`src/rtl/secs_rtc_pkg.sv`:
```
package secs_rtc_pkg;
  localparam int DW = 32;
  localparam int AW = 8;

  localparam logic [AW-1:0] OFF_CTRL  = 8'h00;
  localparam logic [AW-1:0] OFF_SECS  = 8'h04;
  localparam logic [AW-1:0] OFF_ALARM = 8'h08;
  localparam logic [AW-1:0] OFF_HIB   = 8'h20;
  localparam logic [AW-1:0] OFF_SCR   = 8'h34;

  localparam int B_EN  = 0;
  localparam int B_AE  = 2;
  localparam int B_AIE = 3;
  localparam int B_AF  = 4;
  localparam int B_SIE = 5;
  localparam int B_SF  = 6;
  localparam int B_RDY = 7;

  typedef struct packed {
    logic sf;
    logic sie;
    logic af;
    logic aie;
    logic ae;
    logic en;
  } rtc_ctl_t;

  function automatic logic [DW-1:0] f_next_secs(input logic [DW-1:0] s);
    return s + 1'b1;
  endfunction

  function automatic logic f_irq(input rtc_ctl_t c);
    return (c.sf & c.sie) | (c.af & c.aie);
  endfunction

  function automatic logic [DW-1:0] f_ctrl_word(input rtc_ctl_t c, input logic rdy);
    logic [DW-1:0] w;
    w        = '0;
    w[B_EN]  = c.en;
    w[B_AE]  = c.ae;
    w[B_AIE] = c.aie;
    w[B_AF]  = c.af;
    w[B_SIE] = c.sie;
    w[B_SF]  = c.sf;
    w[B_RDY] = rdy;
    return w;
  endfunction
endpackage

```
`src/rtl/rtc_prescaler.sv`:
```
module rtc_prescaler #(
  parameter int DIV = 32768
) (
  input  logic clk,
  input  logic rst_n,
  input  logic run,
  input  logic ref_en,
  output logic tick
);
  localparam int CW = (DIV > 1) ? $clog2(DIV) : 1;
  localparam logic [CW-1:0] LAST = CW'(DIV - 1);

  logic [CW-1:0] cnt;
  logic          at_last;

  assign at_last = (cnt == LAST);
  assign tick    = run && ref_en && at_last;

  always_ff @(posedge clk or negedge rst_n) begin
    if (!rst_n)      cnt <= '0;
    else if (!run)   cnt <= '0;
    else if (ref_en) cnt <= at_last ? '0 : cnt + 1'b1;
  end

  // a stopped prescaler is back at zero one cycle later
  a_r3_stop_clears: assert property (@(posedge clk) disable iff (!rst_n)
    !run |=> (cnt == '0));
  // without a reference pulse the phase does not move
  a_r3_phase_hold: assert property (@(posedge clk) disable iff (!rst_n)
    (run && !ref_en) |=> $stable(cnt));
endmodule

```
`src/rtl/rtc_wr_gate.sv`:
```
module rtc_wr_gate #(
  parameter int HOLD = 4
) (
  input  logic clk,
  input  logic rst_n,
  input  logic we,
  output logic accept,
  output logic rdy
);
  localparam int HW = $clog2(HOLD + 1);
  localparam logic [HW-1:0] HOLD_V = HW'(HOLD);

  logic [HW-1:0] busy;

  assign rdy    = (busy == '0);
  assign accept = we && rdy;

  always_ff @(posedge clk or negedge rst_n) begin
    if (!rst_n)          busy <= '0;
    else if (accept)     busy <= HOLD_V;
    else if (busy != '0) busy <= busy - 1'b1;
  end

  // an accepted write always closes the window
  a_r2_busy_after_write: assert property (@(posedge clk) disable iff (!rst_n)
    accept |=> !rdy);
  // ready comes back only by counting down, never by a new write
  a_r2_reopen_quiet: assert property (@(posedge clk) disable iff (!rst_n)
    $rose(rdy) |-> !$past(accept));
endmodule

```
`src/rtl/rtc_timebase.sv`:
```
module rtc_timebase
  import secs_rtc_pkg::*;
(
  input  logic          clk,
  input  logic          rst_n,
  input  logic          tick,
  input  logic          wr_ctrl,
  input  logic          wr_secs,
  input  logic          wr_alarm,
  input  logic [DW-1:0] wdata,
  output rtc_ctl_t      ctl,
  output logic [DW-1:0] secs,
  output logic [DW-1:0] alarm
);
  logic [DW-1:0] secs_inc;
  logic          sf_set;
  logic          af_set;
  logic          sf_keep;
  logic          af_keep;

  assign secs_inc = f_next_secs(secs);
  assign sf_set   = tick;
  assign af_set   = tick && ctl.ae && (secs_inc == alarm);
  assign sf_keep  = wr_ctrl ? (ctl.sf & wdata[B_SF]) : ctl.sf;
  assign af_keep  = wr_ctrl ? (ctl.af & wdata[B_AF]) : ctl.af;

  always_ff @(posedge clk or negedge rst_n) begin
    if (!rst_n) begin
      ctl   <= '0;
      secs  <= '0;
      alarm <= '0;
    end else begin
      if (wr_ctrl) begin
        ctl.sie <= wdata[B_SIE];
        ctl.aie <= wdata[B_AIE];
        ctl.ae  <= wdata[B_AE];
        ctl.en  <= wdata[B_EN];
      end
      ctl.sf <= sf_keep | sf_set;
      ctl.af <= af_keep | af_set;
      if (wr_secs)   secs <= wdata;
      else if (tick) secs <= secs_inc;
      if (wr_alarm)  alarm <= wdata;
    end
  end

  // a step moves the count by exactly one
  a_r3_step: assert property (@(posedge clk) disable iff (!rst_n)
    (tick && !wr_secs) |=> (secs == $past(secs) + 1'b1));
  // no step and no write leaves the count alone
  a_r3_still: assert property (@(posedge clk) disable iff (!rst_n)
    (!tick && !wr_secs) |=> $stable(secs));
  // a written value lands on the next cycle
  a_r4_secs_write: assert property (@(posedge clk) disable iff (!rst_n)
    wr_secs |=> (secs == $past(wdata)));
  // the alarm flag rises only while alarm enable was on
  a_r6_needs_enable: assert property (@(posedge clk) disable iff (!rst_n)
    $rose(ctl.af) |-> $past(ctl.ae));
  // a flag survives any cycle without a control write
  a_r7_flag_sticky: assert property (@(posedge clk) disable iff (!rst_n)
    (ctl.af && !wr_ctrl) |=> ctl.af);
  // per-second flag only rises on a step
  a_r5_sf_on_step: assert property (@(posedge clk) disable iff (!rst_n)
    $rose(ctl.sf) |-> $past(tick));
endmodule

```
`src/rtl/secs_rtc.sv`:
```
module secs_rtc
  import secs_rtc_pkg::*;
#(
  parameter int PRESC   = 32768,
  parameter int WR_HOLD = 4
) (
  input  logic          clk,
  input  logic          rst_n,
  input  logic          ref_en,
  input  logic          bus_we,
  input  logic [AW-1:0] bus_addr,
  input  logic [DW-1:0] bus_wdata,
  output logic [DW-1:0] bus_rdata,
  output logic          irq,
  output logic          hib_req
);
  logic          accept;
  logic          wr_rdy;
  logic          tick;
  logic          wr_ctrl, wr_secs, wr_alarm, wr_hib, wr_scr;
  rtc_ctl_t      ctl;
  logic [DW-1:0] secs;
  logic [DW-1:0] alarm;
  logic [DW-1:0] scratch;
  logic          hib_q;

  rtc_wr_gate #(.HOLD(WR_HOLD)) u_gate (
    .clk(clk), .rst_n(rst_n), .we(bus_we), .accept(accept), .rdy(wr_rdy)
  );

  rtc_prescaler #(.DIV(PRESC)) u_presc (
    .clk(clk), .rst_n(rst_n), .run(ctl.en), .ref_en(ref_en), .tick(tick)
  );

  assign wr_ctrl  = accept && (bus_addr == OFF_CTRL);
  assign wr_secs  = accept && (bus_addr == OFF_SECS);
  assign wr_alarm = accept && (bus_addr == OFF_ALARM);
  assign wr_hib   = accept && (bus_addr == OFF_HIB);
  assign wr_scr   = accept && (bus_addr == OFF_SCR);

  rtc_timebase u_tb (
    .clk(clk), .rst_n(rst_n), .tick(tick),
    .wr_ctrl(wr_ctrl), .wr_secs(wr_secs), .wr_alarm(wr_alarm),
    .wdata(bus_wdata), .ctl(ctl), .secs(secs), .alarm(alarm)
  );

  always_ff @(posedge clk or negedge rst_n) begin
    if (!rst_n) begin
      scratch <= '0;
      hib_q   <= 1'b0;
    end else begin
      if (wr_scr) scratch <= bus_wdata;
      if (wr_hib && (bus_wdata == DW'(1))) hib_q <= 1'b1;
    end
  end

  always_comb begin
    case (bus_addr)
      OFF_CTRL:  bus_rdata = f_ctrl_word(ctl, wr_rdy);
      OFF_SECS:  bus_rdata = secs;
      OFF_ALARM: bus_rdata = alarm;
      OFF_HIB:   bus_rdata = {{(DW-1){1'b0}}, hib_q};
      OFF_SCR:   bus_rdata = scratch;
      default:   bus_rdata = '0;
    endcase
  end

  assign irq     = f_irq(ctl);
  assign hib_req = hib_q;

  // the power-down request never drops once raised
  a_r9_hib_sticky: assert property (@(posedge clk) disable iff (!rst_n)
    hib_req |=> hib_req);
  // it rises only after a write of 1 to the hibernate word
  a_r9_hib_cause: assert property (@(posedge clk) disable iff (!rst_n)
    $rose(hib_req) |-> $past(wr_hib && (bus_wdata == DW'(1))));
  // scratchpad changes only through its own write
  a_r10_scr_hold: assert property (@(posedge clk) disable iff (!rst_n)
    !wr_scr |=> $stable(scratch));
  // with both enables off no interrupt can be raised
  a_r8_masked: assert property (@(posedge clk) disable iff (!rst_n)
    (!ctl.sie && !ctl.aie) |-> !irq);
endmodule

```
`config.mk`:
```
export PLATFORM = sky130hd
export DESIGN_NAME = secs_rtc
export DESIGN_NICKNAME = d
export VERILOG_FILES = /design/src/rtl/secs_rtc_pkg.sv /design/src/rtl/rtc_prescaler.sv /design/src/rtl/rtc_wr_gate.sv /design/src/rtl/rtc_timebase.sv /design/src/rtl/secs_rtc.sv
export SDC_FILE = /design/constraint.sdc
export NUM_CORES = 1
export LEC_CHECK = 0
export BUFFER_PORTS_ARGS = -buffer_cell sky130_fd_sc_hd__buf_2
export CORE_MARGIN = 1
export CORE_UTILIZATION = 35
export CTS_CLUSTER_SIZE = 16
export DETAILED_ROUTE_END_ITERATION = 10
export GPL_TIMING_DRIVEN = 0
export SETUP_SLACK_MARGIN = 0.02
export SLEW_MARGIN = 10
export SYNTH_ARGS = -nofsm -noshare
export SYNTH_HDL_FRONTEND = slang
export SYNTH_SLANG_ARGS = --single-unit
```
`constraint.sdc`:
```
create_clock -name clk -period 2.45 [get_ports clk]
set_input_delay 0.1225 -clock clk [delete_from_list [all_inputs] [get_ports clk]]
set_output_delay 0.1225 -clock clk [all_outputs]
set_load 0.005 [all_outputs]
```
==> flow_summary_export.csv <==
group,metric,value,unit
worst_setup_path,end_kind,"flop",
sta,skew,9.881,ps
yosys,synth_nets,773,
cells_and_area,finish.instance_area,9130,um2
worst_setup_path,cp.required,2780,ps
worst_setup_path,endpoint,"u_tb.ctl[3]$_DFF_PN0_",
place,gp_congestion,0.8759,
sta,grt_setup_unrepaired,"yes",
floorplan,num_io_pins,78,
place,dp.cells,1065,
place,dpl.hpwl,14940,um
yosys,synth_seq_cells,121,
worst_setup_path,cpPeakStageDelay,530,ps
clock_tree,cts_tree,"built",
worst_setup_path,worstSetupStartpointType,"flop",
floorplan,dieHeight,144.3,um
clock_tree,clkTransAtPathRegs,60,ps
sta,relSlewSlack,57.15,%
worst_setup_path,critPathKind,"reg2reg",
global_routing,grt_pass1_vias,5978,
place,port_buffers,74,
yosys,yosys.area.top_type,"dfrtp_1",
worst_setup_path,crit_path_start,"u_tb.secs[3]$_DFFE_PN0P_",
cells_and_area,area_delta_synth_final,28.90,%
sta,finalSetupViolCount,1,
sta,clock.fmax,407.3,MHz
worst_setup_path,slowest_stage,"or4b_4",
routing,drt_pass1_iterations,5,
yosys,synth_area,7083,um2
worst_setup_path,path_cells,"buf_4, xor2_1, xnor2_1, nor4b_4, o2111ai_1, or4b_4, a2111o_1, o31ai_2",
outcome,violations,"setup timing",
clock_tree,cts_root_buf,"clkbuf_16",
floorplan,die_area,20810,um2
cells_and_area,layout-drive-gt1-share,24.60,%
worst_setup_path,r2r_slack,-5,ps
pwr,power.density,595.5,nW/um2
yosys,ys_async_sr_fraction,100.0,%
outcome,status,"finished, violations left",
yosys,yosysWarnings,0,
worst_setup_path,crit_fanout,9,
sta,min_period,2455,ps
sta,final.setup.worst_slack,-5.249,ps
yosys,synth.area.top_cells,"dfrtp_1 43%, mux2_1 7.5%, xnor2_1 6.6%, a222oi_1 4.4%, mux2_2 3.7%",
yosys,netlist_instances,725,
routing,via_count,6292,
worst_setup_path,r2r_cells,8,
worst_setup_path,reg2reg_from,"u_tb.secs[3]$_DFFE_PN0P_",
clock_tree,cts_inserted_buffers,17,
global_routing,grt_usage,21.98,%
yosys,yosysUniqueCellTypes,64,
floorplan,start_util,36.04,%
worst_setup_path,r2r_end,"u_tb.ctl[3]$_DFF_PN0_",
sta,period_share,100.2,%
routing,ant_nets,0,
routing,routed_wl,21950,um
cells_and_area,nets,907,
yosys,synth_flop_cell,"dfrtp_1",
sta,final_hold_viol_count,0,
floorplan,num_rows,51,
global_routing,grt_max_degree,65,
global_routing,grt_pass1_wl,33780,um
routing,wl_per_cell,19.33,um
clock_tree,clock_sinks,121,
pwr,power,5.437,mW
global_routing,antenna_found_initial,0,
clock_tree,cts_max_level,4,
yosys,synth-seq-area-share,42.75,%
floorplan,die_w,144.3,um
cells_and_area,instances_no_fill,1135,
routing,route.detailed.drc,0,
place,placed_area,7820,um2
sta,tightest_slew,642.8,ps
job,drv_cap,0,
routing,drtIter0Drc,625,
cells_and_area,diodes,0,
pwr,p_leak,4.460,nW
floorplan,core_area,19650,um2
sta,slew_viol_final,0,
clock_tree,ctsLongestPathBuffers,2,
yosys,synth-edff-count,0,
routing,viasPerCell,5.544,
global_routing,overflow,0,
worst_setup_path,arrival,2790,ps
min_path,min_path_type,"in2reg",
sta,fin_tns_setup,-5.249,ps
yosys,syn_avg_cell_area,9.770,um2
clock_tree,worstSkewPairLatency,430,ps
pwr,vdd_drop_max,428.2,uV
yosys,synth_top_area_share,42.75,%
layout make-up:
cell class | count | area (um2)
multi-input combinational | 511 | 3864
sequential | 121 | 3034
clock buffer | 23 | 488.0
clock inverter | 7 | 163.9
tap | 265 | 331.6
inverter | 38 | 142.6
buffer | 51 | 296.5
timing repair buffer | 119 | 809.5
fill | 1920 | 10520
kinds of logic after synthesis:
logic type,count (synthesis),share of synthesized area (%)
XOR/XNOR,82,10.14
buffers and inverters,93,5.494
flip-flops,121,42.75
multiplexers,71,11.27
AND/OR/NAND/NOR,228,17.01
AO/OA/AOI/OAI,126,12.63
adder cells (fa/ha/maj),4,0.7066
sequential cells by signal (all words and copies together), names as in the netlist:
name and flops:
hib_req 1, scratch 32, u_gate.busy 3, u_presc.cnt 15
u_tb.alarm 32, u_tb.ctl 6, u_tb.secs 32
timing repair:
action | 4_1_cts | 5_1_grt
gates resized for setup | 48 | 38
hold buffers | 25 | 0
endpoints found under the hold margin | 117 | 0
endpoints found under the setup margin | 71 | 74
pin swaps | 9 | 7
cloned | 0 | 1
setup buffers | 11 | 7
metrics by stage:
step / setup slack (ps) / util, % / hold slack (ps)
5_1_grt: -122.9 / 46.45 / 20.81
2_1_floorplan: 26.04 / - / -173.1
6_report: -5.249 / 46.45 / 11.18
4_1_cts: -43.48 / 45.72 / 0.7334
3_5_place_dp: -511.3 / 39.79 / 166.4
3_3_place_gp: -636.9 / 39.62 / 390.7
synth_stat cells, types with 5 or more instances:
library cell	instances
dfrtp_1	121
nor2_1	60
xnor2_1	53
mux2_1	47
nand2_1	46
inv_1	38
a21oi_1	37
clkbuf_1	35
a222oi_1	31
nand3_1	29
xor2_1	29
o21ai_0	24
mux2_2	23
nand4_1	14
buf_2	13
nor3_1	13
and4_1	12
and3_1	11
nor4_1	11
and2_1	8
a31oi_1	5
layer usage:
layer  up-vias  global-route usage, %  routed length, um
li1       2898                      -                  -
met4         0                  9.030                500
met5         -                      0                  0
met2       269                  31.96               9584
met1      3088                  31.53              10120
met3        37                  4.536               1740
how the worst min path moves through the flow:
stage	from	endpoint	slack (ps)	depth (start not counted)
floorplan	rst_n	hib_req$_DFFE_PN0P_	-170	0
global placement	bus_wdata[8]	u_tb.alarm[8]$_DFFE_PN0P_	390	2
detailed placement	rst_n	u_presc.cnt[3]$_DFFE_PN0P_	170	1
CTS	bus_wdata[13]	u_tb.alarm[13]$_DFFE_PN0P_	0.7	2
global route	bus_wdata[30]	u_tb.secs[30]$_DFFE_PN0P_	20	3
finish	bus_wdata[5]	u_tb.alarm[5]$_DFFE_PN0P_	10	2
worst max-delay path: cells and delay by family (launching register included):
family,cells,cell delay [ps]
AO/OA/AOI/OAI,3,620
buffers and inverters,1,170
flip-flops,1,350
AND/OR/NAND/NOR,2,850
XOR/XNOR,2,370
power breakdown:
group	total (mW)	leakage [nW]	switching, mW	internal (mW)
Clock	2.82	0.319	0.916	1.90
Sequential	2.13	1.66	0.0542	2.07
Combinational	0.492	2.48	0.276	0.217
Total	5.44	4.46	1.25	4.19
cells in the final DEF (no fill, tap or decap), types with 4 or more instances in the layout:
| master | count |
|---|---|
| nand4_1 | 14 |
| o21ai_0 | 23 |
| and3_1 | 10 |
| clkbuf_16 | 17 |
| dfrtp_2 | 5 |
| xnor2_1 | 52 |
| inv_1 | 38 |
| clkbuf_1 | 23 |
| nor2_1 | 57 |
| clkbuf_4 | 5 |
| a222oi_1 | 31 |
| dfrtp_1 | 116 |
| buf_2 | 81 |
| nor2b_1 | 4 |
| and4_1 | 8 |
| a31oi_1 | 4 |
| mux2_2 | 23 |
| nor4_1 | 7 |
| buf_6 | 10 |
| nand3_1 | 26 |
| mux2_1 | 47 |
| clkbuf_8 | 4 |
| bufinv_16 | 5 |
| nand2_1 | 45 |
| nor3_1 | 11 |
| dlygate4sd3_1 | 25 |
| and2_1 | 7 |
| buf_4 | 24 |
| xor2_1 | 29 |
| a21oi_1 | 37 |
Note: power is estimated with default switching activity, not from simulation.
